### src/rtl/nbf_pkg.sv
package nbf_pkg;
    typedef enum logic [1:0] {
        ST_IDLE   = 2'd0,
        ST_ACTIVE = 2'd1,
        ST_BUSY   = 2'd2
    } fe_state_t;

    localparam int CMD_W  = 8;
    localparam int BYTE_W = 8;
endpackage

### src/rtl/nbf_sync.sv
module nbf_sync #(
    parameter int W = 8,
    parameter int STAGES = 2,
    parameter logic [W-1:0] RST_VAL = '0
) (
    input  logic         clk,
    input  logic         rst_n,
    input  logic [W-1:0] d,
    output logic [W-1:0] q
);
    logic [W-1:0] pipe [STAGES];

    generate
        for (genvar g = 0; g < STAGES; g++) begin : g_stage
            if (g == 0) begin : g_first
                always_ff @(posedge clk or negedge rst_n) begin
                    if (!rst_n) pipe[0] <= RST_VAL;
                    else        pipe[0] <= d;
                end
            end else begin : g_next
                always_ff @(posedge clk or negedge rst_n) begin
                    if (!rst_n) pipe[g] <= RST_VAL;
                    else        pipe[g] <= pipe[g-1];
                end
            end
        end
    endgenerate

    assign q = pipe[STAGES-1];
endmodule

### src/rtl/nbf_addr.sv
module nbf_addr import nbf_pkg::*; #(
    parameter int NB = 4,
    localparam int CW = $clog2(NB + 1)
) (
    input  logic                 clk,
    input  logic                 rst_n,
    input  logic                 cmd_cyc,
    input  logic                 addr_cyc,
    input  logic [BYTE_W-1:0]    byte_in,
    output logic [NB*BYTE_W-1:0] addr,
    output logic [CW-1:0]        cnt
);
    logic new_seq;

    always_ff @(posedge clk or negedge rst_n) begin
        if (!rst_n) begin
            addr    <= '0;
            cnt     <= '0;
            new_seq <= 1'b1;
        end else if (cmd_cyc) begin
            new_seq <= 1'b1;
        end else if (addr_cyc) begin
            if (new_seq) begin
                addr    <= {{(NB-1)*BYTE_W{1'b0}}, byte_in};
                cnt     <= CW'(1);
                new_seq <= 1'b0;
            end else if (32'(cnt) < NB) begin
                for (int i = 0; i < NB; i++) begin
                    if (32'(cnt) == i) addr[i*BYTE_W +: BYTE_W] <= byte_in;
                end
                cnt <= cnt + CW'(1);
            end
        end
    end

    // the byte count never passes the address width
    a_r2_cnt_bound: assert property (@(posedge clk) disable iff (!rst_n)
        32'(cnt) <= NB);

    // an address cycle that opens a sequence restarts the count at one
    a_r2_restart: assert property (@(posedge clk) disable iff (!rst_n)
        (addr_cyc && !cmd_cyc && new_seq) |=> (cnt == CW'(1)));
endmodule

### src/rtl/nbf_busy.sv
module nbf_busy #(
    parameter int CW = 16,
    parameter int CYCLES = 20
) (
    input  logic clk,
    input  logic rst_n,
    input  logic start,
    output logic done
);
    logic [CW-1:0] cnt;
    logic          running;

    always_ff @(posedge clk or negedge rst_n) begin
        if (!rst_n) begin
            cnt     <= '0;
            running <= 1'b0;
        end else if (start) begin
            cnt     <= CW'(CYCLES - 1);
            running <= 1'b1;
        end else if (running) begin
            if (cnt == '0) running <= 1'b0;
            else           cnt     <= cnt - CW'(1);
        end
    end

    assign done = running && (cnt == '0);

    // the timer stops only after counting down to zero
    a_r7_no_early_stop: assert property (@(posedge clk) disable iff (!rst_n)
        (running && !start) |=> (running || $past(cnt) == '0));
endmodule

### src/rtl/nand_bus_front.sv
module nand_bus_front import nbf_pkg::*; #(
    parameter int BUS_W       = 16,
    parameter int ADDR_BYTES  = 4,
    parameter int COL_W       = 12,
    parameter int SYNC_STAGES = 2,
    parameter int BUSY_W      = 16,
    parameter int BUSY_CYCLES = 20,
    parameter logic [7:0] CODE_PROG  = 8'h10,
    parameter logic [7:0] CODE_ERASE = 8'hD0,
    parameter logic [7:0] CODE_RDST  = 8'h30
) (
    input  logic                          clk,
    input  logic                          rst_n,
    input  logic                          ce_n,
    input  logic                          cle,
    input  logic                          ale,
    input  logic                          we_n,
    input  logic                          re_n,
    input  logic                          wp_n,
    input  logic [BUS_W-1:0]              io_in,
    output logic [BUS_W-1:0]              io_out,
    output logic                          io_oe,
    output logic                          rb_n,
    output logic                          cmd_stb,
    output logic [7:0]                    cmd_code,
    output logic [8*ADDR_BYTES-1:0]       addr,
    output logic [$clog2(ADDR_BYTES+1)-1:0] addr_cnt,
    output logic                          wr_stb,
    output logic [BUS_W-1:0]              wr_data,
    input  logic [BUS_W-1:0]              rd_data,
    output logic [COL_W-1:0]              col,
    output logic                          proto_err
);
    localparam int WP_B  = BUS_W;
    localparam int RE_B  = BUS_W + 1;
    localparam int WE_B  = BUS_W + 2;
    localparam int ALE_B = BUS_W + 3;
    localparam int CLE_B = BUS_W + 4;
    localparam int CE_B  = BUS_W + 5;
    localparam int PW    = BUS_W + 6;
    localparam logic [PW-1:0] PIN_RST =
        {1'b1, 1'b0, 1'b0, 1'b1, 1'b1, 1'b1, {BUS_W{1'b0}}};

    logic [PW-1:0] pins_s;
    logic          we_d, re_d;
    fe_state_t     state, nxt;

    nbf_sync #(.W(PW), .STAGES(SYNC_STAGES), .RST_VAL(PIN_RST)) u_sync (
        .clk   (clk),
        .rst_n (rst_n),
        .d     ({ce_n, cle, ale, we_n, re_n, wp_n, io_in}),
        .q     (pins_s)
    );

    logic ce_s, cle_s, ale_s, we_s, re_s, wp_s;
    logic [BUS_W-1:0]  io_s;
    logic [CMD_W-1:0]  lo_s;
    assign ce_s  = pins_s[CE_B];
    assign cle_s = pins_s[CLE_B];
    assign ale_s = pins_s[ALE_B];
    assign we_s  = pins_s[WE_B];
    assign re_s  = pins_s[RE_B];
    assign wp_s  = pins_s[WP_B];
    assign io_s  = pins_s[BUS_W-1:0];
    assign lo_s  = io_s[CMD_W-1:0];

    always_ff @(posedge clk or negedge rst_n) begin
        if (!rst_n) begin
            we_d <= 1'b1;
            re_d <= 1'b1;
        end else begin
            we_d <= we_s;
            re_d <= re_s;
        end
    end

    logic we_rise, re_fall, xfer_ok;
    logic cmd_cyc, addr_cyc, data_cyc, bad_cyc;
    logic blocked, cmd_ok, start_busy, busy_done;

    assign we_rise  = we_s && !we_d;
    assign re_fall  = !re_s && re_d;
    assign xfer_ok  = (state == ST_ACTIVE) && !ce_s;
    assign bad_cyc  = xfer_ok && we_rise && cle_s && ale_s;
    assign cmd_cyc  = xfer_ok && we_rise && cle_s && !ale_s;
    assign addr_cyc = xfer_ok && we_rise && ale_s && !cle_s;
    assign data_cyc = xfer_ok && we_rise && !cle_s && !ale_s;
    assign blocked  = !wp_s && (lo_s == CODE_PROG || lo_s == CODE_ERASE);
    assign cmd_ok   = cmd_cyc && !blocked;
    assign start_busy = cmd_ok &&
        (lo_s == CODE_PROG || lo_s == CODE_ERASE || lo_s == CODE_RDST);

    nbf_busy #(.CW(BUSY_W), .CYCLES(BUSY_CYCLES)) u_busy (
        .clk   (clk),
        .rst_n (rst_n),
        .start (start_busy),
        .done  (busy_done)
    );

    nbf_addr #(.NB(ADDR_BYTES)) u_addr (
        .clk      (clk),
        .rst_n    (rst_n),
        .cmd_cyc  (cmd_ok),
        .addr_cyc (addr_cyc),
        .byte_in  (lo_s),
        .addr     (addr),
        .cnt      (addr_cnt)
    );

    // state register
    always_ff @(posedge clk or negedge rst_n) begin
        if (!rst_n) state <= ST_IDLE;
        else        state <= nxt;
    end

    // next state: SELECT, DESELECT, START, RESUME, RETIRE
    always_comb begin
        nxt = state;
        unique case (state)
            ST_IDLE:   if (!ce_s) nxt = ST_ACTIVE;
            ST_ACTIVE: begin
                if (ce_s)            nxt = ST_IDLE;
                else if (start_busy) nxt = ST_BUSY;
            end
            ST_BUSY:   if (busy_done) nxt = ce_s ? ST_IDLE : ST_ACTIVE;
            default:   nxt = ST_IDLE;
        endcase
    end

    assign rb_n = (state != ST_BUSY);

    // registered outputs
    always_ff @(posedge clk or negedge rst_n) begin
        if (!rst_n) begin
            cmd_stb   <= 1'b0;
            cmd_code  <= '0;
            wr_stb    <= 1'b0;
            wr_data   <= '0;
            io_out    <= '0;
            io_oe     <= 1'b0;
            col       <= '0;
            proto_err <= 1'b0;
        end else begin
            cmd_stb <= cmd_ok;
            wr_stb  <= data_cyc;
            io_oe   <= (nxt == ST_ACTIVE) && !ce_s && !re_s;
            if (bad_cyc)  proto_err <= 1'b1;
            if (cmd_ok) begin
                cmd_code <= lo_s;
                col      <= '0;
            end
            if (data_cyc) wr_data <= io_s;
            if (xfer_ok && re_fall && !cmd_ok) begin
                io_out <= rd_data;
                col    <= col + COL_W'(1);
            end
        end
    end

    // each accepted read edge steps the column by one
    a_r4_col_step: assert property (@(posedge clk) disable iff (!rst_n)
        (xfer_ok && re_fall && !we_rise) |=> (col == $past(col) + COL_W'(1)));

    // the bus is never driven while busy
    a_r6_no_drive_busy: assert property (@(posedge clk) disable iff (!rst_n)
        io_oe |-> rb_n);

    // busy can only begin together with an accepted command
    a_r7_busy_with_cmd: assert property (@(posedge clk) disable iff (!rst_n)
        $fell(rb_n) |-> cmd_stb);

    // busy persists until the timer ends, whatever chip enable does
    a_r8_busy_holds: assert property (@(posedge clk) disable iff (!rst_n)
        (!rb_n && !busy_done) |=> !rb_n);

    // an illegal cycle leaves no strobe and no address change
    a_r10_bad_cycle: assert property (@(posedge clk) disable iff (!rst_n)
        bad_cyc |=> (proto_err && !cmd_stb && !wr_stb && $stable(addr)));

    // the error flag is sticky
    a_r10_sticky: assert property (@(posedge clk) disable iff (!rst_n)
        proto_err |=> proto_err);
endmodule

### config.mk
export PLATFORM = sky130hd
export DESIGN_NAME = nand_bus_front
export DESIGN_NICKNAME = d
export VERILOG_FILES = /design/src/rtl/nbf_pkg.sv /design/src/rtl/nbf_sync.sv /design/src/rtl/nbf_addr.sv /design/src/rtl/nbf_busy.sv /design/src/rtl/nand_bus_front.sv
export SDC_FILE = /design/constraint.sdc
export NUM_CORES = 1
export LEC_CHECK = 0
export ABC_CLOCK_PERIOD_IN_PS = 2300
export BUFFER_PORTS_ARGS = -buffer_cell sky130_fd_sc_hd__buf_4
export CAP_MARGIN = 20
export CORE_MARGIN = 3
export CORE_UTILIZATION = 43
export CTS_CLUSTER_DIAMETER = 30
export DETAILED_ROUTE_END_ITERATION = 10
export PLACE_DENSITY = 0.79
export REMOVE_ABC_BUFFERS = 1
export SYNTH_ARGS = -nofsm -noshare
export SYNTH_HDL_FRONTEND = slang
export SYNTH_HIERARCHICAL = 1
export SYNTH_SLANG_ARGS = --single-unit
### constraint.sdc
create_clock -name clk -period 2.3 [get_ports clk]
set_input_delay 0.46 -clock clk [delete_from_list [all_inputs] [get_ports clk]]
set_output_delay 0.46 -clock clk [all_outputs]
set_load 0.02 [all_outputs]
# Yosys cells after proc, flatten, opt, wreduce, memory -nomap -nowiden
# Cells that the tools add are included.
op_classes:
  n_reduce_logical: 46
  n_bitwise: 1
  add_sub_neg: 3
  n_mux: 24
  order_cmp: 1
  n_eq_ne: 11
ops:
  columns: ["cell", "count"]
  rows:
  - ["$mux W32", 2]
  - ["$mux W16", 3]
  - ["$mux W8", 4]
  - ["$mux W12", 2]
  - ["$logic_and A1 B1 Y1", 19]
  - ["$logic_not A16 Y1", 1]
  - ["$reduce_and A4 Y1", 4]
  - ["$reduce_bool A2 Y1", 8]
  - ["$sub A16 B1 Y16 const B", 1]
  - ["$add A12 B1 Y12 const B", 1]
  - ["$eq A8 B5 Y1 const B", 1]
  - ["$eq A8 B6 Y1 const B", 1]
  - ["$eq A8 B8 Y1 const B", 1]
  - ["$logic_not A1 Y1", 8]
  - ["$mux W2", 4]
  - ["$eq A3 B2 Y1 const B", 2]
  - ["$mux W1", 6]
  - ["$mux W3", 2]
  - ["$pmux W2 S3", 1]
  - ["$eq A2 B1 Y1 const B", 2]
  - ["$ne A2 B2 Y1 const B", 2]
  - ["$add A3 B1 Y3 const B", 1]
  - ["$eq A3 B1 Y1 const B", 1]
  - ["$logic_not A3 Y1", 1]
  - ["other kinds (7)", 8]
word_totals:
  in_bits: 40
  output_inout_bits: 92
  word_cells: 107
  reg_bits: 157

# Longest topological paths before layout
# Gate-level depths: netlist (run 1).
depth:
  depth_word: 13
  ltp_mapped: 11
  mapped_depth_nobuf: 7

# By module
# Netlist (run 1), hierarchy kept.
by_module_without_submodules:
  columns: ["mod", "cells_per_inst", "instances", "seq_area_each_um2", "area_each_um2"]
  rows:
  - ["nand_bus_front", 183, 1, 1503.9, 2617.5]
  - ["nbf_addr", 161, 1, 902.1, 1808.0]
  - ["nbf_sync", 66, 1, 1111.1, 1276.2]
  - ["nbf_busy", 105, 1, 425.4, 1017.2]

# Worst setup path after synthesis (run 1)
# Ideal clock, no wire load.
synth_path:
  kind: "reg-to-reg"
  start: "register u_sync.pipe, in the netlist u_sync/q[19]"
  end: "register u_busy.cnt[0]"
  t_required_ps: 2221
  setup_time_ps: 79
  t_arrival_ps: 2342
  n_path_buf: 3
  path_stages_with_launch: 9
  slack_ps: -121
  synth_period_minus_slack_ps: 2421
  path_cell_list: "dfrtp_1 -> buf_4 -> nor3_1 -> nand4_2 -> nor3_1 -> clkbuf_1 -> clkbuf_1 -> nor2_1 -> mux2i_1"
synth_between:
  elab_chain_cells: 6
  elab_cells_between_ends: 8
  cone_classes: "1 x eq/ne; 1 x mux; 6 x reduce/logical"
synth_lines:
  columns: ["item", "line", "text"]
  rows:
  - ["from (decl)", "nbf_sync.sv:11", "logic [W-1:0] pipe [STAGES];"]
  - ["from (signal, indexed assignment)", "nbf_sync.sv:23", "else pipe[g] <= pipe[g-1];"]
  - ["$logic_not A1 Y1 (*)", "nand_bus_front.sv:85", "assign cmd_cyc = xfer_ok && we_rise && cle_s && !ale_s;"]
  - ["$logic_and A1 B1 Y1 (*)", "nand_bus_front.sv:85", null]
  - ["$logic_and A1 B1 Y1 (*)", "nand_bus_front.sv:89", "assign cmd_ok = cmd_cyc && !blocked;"]
  - ["$logic_and A1 B1 Y1 (*)", "nand_bus_front.sv:90", "assign start_busy = cmd_ok &&"]
  - ["net start_busy", "nand_bus_front.sv:79", "logic blocked, cmd_ok, start_busy, busy_done;"]
  - ["$ne A2 B2 Y1 (no source line) or $reduce_bool A2 Y1 (tied branches)", null, null]
  - ["$reduce_and A2 Y1 (no source line)", null, null]
  - ["to (signal assigned)", "nbf_busy.sv:18", "cnt <= CW'(CYCLES - 1);"]
  - ["to (signal assigned)", "nbf_busy.sv:22", "else cnt <= cnt - CW'(1);"]
  - ["to (decl)", "nbf_busy.sv:10", "logic [CW-1:0] cnt;"]
# Mark *: on every way through the listed nets, which the timed path passes. The rest lies on a longest branch.
# A chain may end at the register's enable or synchronous reset.

# Worst setup path after layout (run 1)
layout_path:
  start: "register u_busy.cnt[11]"
  end: "register u_busy.cnt[7]"
layout_between:
  elab_chain_cells: 3
layout_lines:
  columns: ["item", "line", "text"]
  rows:
  - ["$logic_not A16 Y1", "nbf_busy.sv:21", "if (cnt == '0) running <= 1'b0;"]
  - ["$ne A2 B2 Y1 (no source line)", null, null]
  - ["$reduce_and A2 Y1 (no source line)", null, null]
# No other way between the ends.

==> results.py, run 1 <==
metrics = {
    "run_status": {
        "status": "finished, final reports clean",
    },
    "finish": {
        "nNetsFinal": 681,
        "stdcell_count": 858,
        "diodes": 0,
        "mostFrequentLayoutCell": "dfrtp_1",
        "layout_common_cells": "146 x dfrtp_1, 138 x buf_4, 33 x nand2_1, 33 x o21ai_0",
        "fin_util_pct": 54.9,
        "area.growth.synth_to_final_pct": 24.8,
        "fin_area_um2": 8380,
        "drive_gt1_share_pct": 38.9,
    },
    "timing": {
        "max_freq_mhz": 463,
        "period_share_pct": 94.0,
        "setup_viol": 0,
        "hold_violations": 0,
        "drv_slew": 0,
        "worstMarginPinSlew_ns": 1.03,
        "skew_ns": 0.00863,
        "rsz0062_at_grt": "no",
        "setup_tns_ns": 0,
        "fin_crit_ns": 2.16,
        "worst_slew_margin_rel_pct": 31.4,
    },
    "clocking": {
        "cts-buffers-inserted": 17,
        "tritoncts": "yes",
        "cts.sinks": 157,
        "clk_pin_slew_ns": 0.06,
        "postCtsSetupBuffers": 0,
        "cts-root-buf": "clkbuf_16",
        "htreeDepth": 4,
        "ctsLongestPathBuffers": 2,
        "clk_latency_ns": 0.42,
    },
    "floorplanning": {
        "dieArea_um2": 17200,
        "start_util_pct": 44.0,
        "rows": 45,
        "die_h_um": 131,
        "ioPinCount": 132,
        "die_w_um": 131,
        "core_um2": 15300,
    },
    "route": {
        "viasPerCell": 5.06,
        "firstDrtPassIters": 4,
        "wl_per_cell_um": 16.5,
        "dr.first_iter.drc_count": 251,
        "dr_total_vias": 4338,
        "wl_um": 14200,
        "drc": 0,
        "ant_nets": 0,
    },
    "critical_path": {
        "crit_chain": "or4_4 > and4bb_1 > a211oi_2 > mux2_4",
        "critPathSlowestCell": "or4_4",
        "reg2regPathDepth": 4,
        "slowest_delay_ns": 0.59,
        "cp.arrival_ns": 2.46,
        "worst_setup_path_end_kind": "flip-flop",
        "crit_type": "reg -> reg",
        "crit_fanout": 9,
        "critPathLaunchType": "flip-flop",
        "worstPathRequired_ns": 2.60,
    },
    "logic_synthesis": {
        "synth_cell_types": 59,
        "synth_area_per_cell_um2": 13.0,
        "ys_seq_area_share_pct": 58.7,
        "syn_area_um2": 6720,
        "synthArstFlopShare_pct": 100,
        "synth-main-ff-cell": "dfrtp_1",
        "netlist_instances": 515,
        "yosysWarnings": 6,
        "synth-seq-cells": 157,
        "synth_edf_count": 0,
    },
    "placement": {
        "gp_congestion": 0.855,
        "hpwl_um": 9990,
        "placed_area_um2": 7770,
        "placedCellCount": 825,
        "io_buffers": 131,
    },
    "hold_path": {
        "min_path_cells": 1,
        "hp-class": "in -> reg",
    },
    "global_route": {
        "first_global_vias": 4449,
        "grt_overflow_total": 0,
        "grt_pass1_wl_um": 22600,
        "grt_start_max_net_pins": 71,
        "grt_util_all_layers_pct": 17.0,
        "grt_antenna_before_repair": 0,
    },
    "pwr": {
        "vdd_drop_max_uv": 597,
        "leakage_nw": 3.93,
        "p_per_area_nw_per_um2": 882,
    },
    "run": {
        "drv_cap": 0,
    },
}
cells by family (layout without fill, tap and decap cells):
family	after synthesis	in the layout	synth area share [%]
xor+xnor	11	11	1.43
flops	157	157	58.7
fa+ha+maj	7	7	1.30
mux	82	82	14.8
buf+inv	53	185	5.18
compound gates	61	61	5.79
simple gates	144	144	12.8
metal layers:
metal | share of wire [%] | wire [um] | track usage [%] | vias up
li1 | - | - | - | 2016
met1 | 42 | 6010 | 21.1 | 2161
met2 | 49 | 6970 | 27.7 | 145
met3 | 7.0 | 997 | 5.37 | 16
met4 | 1.4 | 193 | 6.72 | 0
met5 | 0 | 0 | 0 | -
worst max-delay path: cells and delay by family (launching register included):
kind            cells  cell delay (ns)
flops               1             0.44
mux                 1             0.31
simple gates        2             1.14
compound gates      1             0.14
registers in the layout, summed over array words and instances, names as in the netlist, 2 cells and up:
signal       count
cmd_code         8
u_sync/q        22
u_busy/cnt      16
u_addr/addr     32
u_sync/pipe     22
io_out          16
wr_data         16
state            2
col             12
u_addr/cnt       3
area by class of cell:
cell class / count / area, um2
inverters: 11 / 41.3
multi-input cells: 305 / 2440
well taps: 211 / 264
clock inverters: 14 / 168
clock buffers: 18 / 429
repair buffers: 142 / 1100
fillers: 1238 / 6880
flip-flops and latches: 157 / 3940
stage by stage:
stage	worst slack, ns	hold slack, ns	total power, W
floorplan	-0.723	0.164	0.00399
global placement	0.231	0.332	0.00459
detailed placement	0.161	0.336	0.00464
CTS	0.138	0.122	0.00748
global route	0.0488	0.126	0.00772
finish	0.139	0.145	0.00739
final timing paths:
path / start / endpoint / slack, ns
max in group asynchronous: rst_n / u_addr/new_seq / 1.07
max: u_busy/cnt[11] / u_busy/cnt[7] / 0.14
min in group asynchronous: rst_n / u_sync/pipe[28] / 0.51
max reg2reg: u_busy/cnt[11] / u_busy/cnt[7] / 0.14
min: io_in[6] / u_sync/pipe[28] / 0.15
min reg2reg: u_sync/pipe[22] / u_sync/q[0] / 0.34
Yosys cell counts (2+ instances only):
| master | instances | area share [%] |
|---|---|---|
| dfrtp_1 | 146 | 54 |
| nand2_1 | 33 | 1.8 |
| o21ai_0 | 33 | 2.5 |
| mux2_4 | 29 | 6.5 |
| mux2i_1 | 29 | 4.3 |
| nor2_1 | 28 | 1.6 |
| buf_4 | 26 | 2.9 |
| mux2_2 | 22 | 3.7 |
| nor2b_1 | 13 | 1.2 |
| dfstp_2 | 11 | 4.3 |
| inv_1 | 11 | 0.61 |
| xnor2_1 | 11 | 1.4 |
| a21oi_1 | 10 | 0.74 |
| nand3_1 | 10 | 0.74 |
| nor3_1 | 9 | 0.67 |
| and3b_1 | 8 | 1.0 |
| ha_1 | 7 | 1.3 |
| clkbuf_1 | 6 | 0.34 |
| buf_2 | 5 | 0.37 |
| nor4_1 | 5 | 0.47 |
| nand4_1 | 4 | 0.37 |
| a211o_1 | 3 | 0.39 |
| and2b_1 | 3 | 0.34 |
| buf_6 | 3 | 0.50 |
| nand2b_1 | 3 | 0.28 |
| nand4b_1 | 3 | 0.39 |
| or3_1 | 3 | 0.28 |
| a211oi_1 | 2 | 0.22 |
| a211oi_2 | 2 | 0.37 |
| a21o_1 | 2 | 0.22 |
| and2_1 | 2 | 0.19 |
| buf_8 | 2 | 0.45 |
| mux2_1 | 2 | 0.34 |
| nor4_4 | 2 | 0.63 |
| o21ai_4 | 2 | 0.48 |
| or4_1 | 2 | 0.22 |
report_power, final:
part	internal (W)	switching, W	leakage [nW]	total (W)
clock	0.00171	0.00111	0.286	0.00281
combinational	0.000642	0.000650	1.78	0.00129
sequential	0.00305	0.000244	1.86	0.00329
timing repair:
| action | 4_1_cts | 5_1_grt |
|---|---|---|
| hold buffers | 1 | 0 |
| resized for setup | 0 | 1 |
| setup endpoints to repair | 0 | 3 |
| hold endpoints to repair | 36 | 0 |
Power figures use the tool's default switching activity.
==> inputs of run 2 (changes only) <==
- CORE_ASPECT_RATIO: unset -> 0.75
- REMOVE_ABC_BUFFERS: 1 -> unset
==> results.py, run 2 (synthesis results as in run 1) <==
metrics = {
    "run_status": {
        "status": "finished, final reports clean",
    },
    "floorplanning": {
        "die_h_um": 114,
        "die_w_um": 150,
        "ioPinCount": 132,
        "core_um2": 14900,
        "rows": 38,
        "start_util_pct": 45.1,
        "dieArea_um2": 17200,
    },
    "pwr": {
        "power_w": 0.00759,
        "clockPowerShare_pct": 39.5,
        "vdd_drop_max_uv": 485,
        "p_per_area_nw_per_um2": 898,
        "switchingPower_w": 0.00197,
        "internal-power_w": 0.00562,
        "leakage_nw": 3.97,
        "pwr-share-seq_pct": 43.4,
        "combPwrFrac_pct": 17.1,
        "swShare_pct": 25.9,
    },
    "critical_path": {
        "crit_fanout": 9,
        "critPathSlowestCell": "or4_4",
        "crit_type": "reg -> reg",
        "path_delay_family": "simple AND/OR/NAND/NOR gates",
        "worst_setup_path_end_kind": "flip-flop",
        "worstPathRequired_ns": 2.59,
        "slowest_delay_ns": 0.58,
        "critPathLaunchType": "flip-flop",
        "worst-path-buf-inv": 0,
        "crit_chain": "or4_4 > and4bb_1 > a211oi_2 > mux2_4",
        "cp.arrival_ns": 2.41,
    },
    "clocking": {
        "htreeDepth": 4,
        "tritoncts": "yes",
        "cts-buffers-inserted": 17,
        "ctsLongestPathBuffers": 2,
        "cts.sinks": 157,
        "cts-root-buf": "clkbuf_16",
        "clk_latency_ns": 0.42,
        "postCtsSetupBuffers": 0,
        "clk_pin_slew_ns": 0.06,
    },
    "timing": {
        "skew_ns": 0.00932,
        "setup_tns_ns": 0,
        "holdWs_ns": 0.145,
        "drv_slew": 0,
        "worst_slew_margin_rel_pct": 31.5,
        "worstMarginPinSlew_ns": 1.03,
        "rsz0062_at_grt": "no",
        "max_freq_mhz": 472,
        "fin_crit_ns": 2.12,
        "setup_viol": 0,
        "hold_violations": 0,
        "period_share_pct": 92.2,
    },
    "route": {
        "dr.first_iter.drc_count": 272,
        "top_layer": "met4",
        "wl_met2_um": 6580,
        "ant_nets": 0,
        "wl_per_cell_um": 17.0,
        "dr_wl_met3_um": 1020,
        "drc": 0,
        "wl_met1_um": 6740,
        "firstDrtPassIters": 4,
        "dr_total_vias": 4387,
        "wl_um": 14500,
        "viasPerCell": 5.14,
    },
    "finish": {
        "register_area_um2": 3940,
        "fillCellCount": 1206,
        "multi_input_area_um2": 2440,
        "regMostFlops": "u_addr/addr",
        "nNetsFinal": 687,
        "layout_common_cells": "146 x dfrtp_1, 144 x buf_4, 33 x nand2_1, 33 x o21ai_0",
        "drive_gt1_share_pct": 39.2,
        "diodes": 0,
        "area.growth.synth_to_final_pct": 25.8,
        "largest_reg_flops": 32,
        "mostFrequentLayoutCell": "dfrtp_1",
    },
    "global_route": {
        "grt_antenna_before_repair": 0,
        "first_global_vias": 4589,
        "grt_overflow_total": 0,
        "grt_util_all_layers_pct": 17.8,
        "grt_pass1_wl_um": 23800,
        "grt_start_max_net_pins": 53,
    },
    "logic_synthesis": {
        "syn_nets": 562,
    },
    "run": {
        "drv_cap": 0,
    },
    "placement": {
        "io_buffers": 131,
        "hpwl_um": 10300,
        "gp_congestion": 0.833,
    },
    "hold_path": {
        "hp-class": "in -> reg",
    },
}
==> run 2: changes by cell type in the layout (fill, tap and decap cells not counted), moves of 2 or more <==
cell,previous run,this run
bufinv_16,3,5
buf_4,138,144
clkbuf_1,1,4
clkinvlp_4,3,1
==> run 2: worst reg2reg max path: stages (launching register included) <==
cell	delay, ns
dfrtp_1	0.43
or4_4	0.58
and4bb_1	0.53
a211oi_2	0.14
mux2_4	0.32
==> run 2: layout make-up <==
type / count / area share (%)
flip-flops and latches: 157 / 46.7
well taps: 200 / 2.96
repair buffers: 148 / 13.5
clock buffers: 21 / 5.21
inverters: 11 / 0.489
clock inverters: 11 / 2.25
multi-input cells: 305 / 28.9
==> run 2: final timing paths <==
check | from | to | slack [ns] | depth (start not counted)
min reg2reg | u_sync/pipe[24] | u_sync/q[2] | 0.35 | 0
min | io_in[14] | u_sync/pipe[36] | 0.15 | 1
min in group asynchronous | rst_n | u_addr/addr[10] | 0.56 | 2
max reg2reg | u_busy/cnt[11] | u_busy/cnt[5] | 0.18 | 4
max in group asynchronous | rst_n | cmd_code[0] | 0.97 | 3
max | u_busy/cnt[11] | u_busy/cnt[5] | 0.18 | 4
==> run 2: routing by layer <==
metal	global-route usage, %	vias to the layer above
met5	0	-
met4	5.36	0
met3	5.14	16
met2	26.8	150
met1	25.1	2200
li1	-	2021
==> run 2: power by group through the flow <==
stage                     Sequential, W  Combinational, W  Clock [W]
after floorplan                 0.00352          0.000524          0
after global placement          0.00332           0.00128          0
after detailed placement        0.00334           0.00131          0
after CTS                       0.00330           0.00132    0.00306
after global routing            0.00333           0.00139    0.00319
final                           0.00329           0.00130    0.00300
==> run 2: what timing repair did <==
item	CTS	global route
hold buffers	1	0
resized for setup	0	3
endpoints found under the hold margin	16	0
endpoints found under the setup margin	0	7
==> run 2: stage by stage <==
stage	utilization [%]	worst slack (ns)	std cells	area (um2)
after floorplan	-	0.00664	515	6730
after global placement	52.4	0.185	820	7800
after detailed placement	52.4	0.144	820	7800
after CTS	56.7	0.119	853	8440
after global routing	56.8	0.0303	853	8450
final	56.8	0.180	853	8450
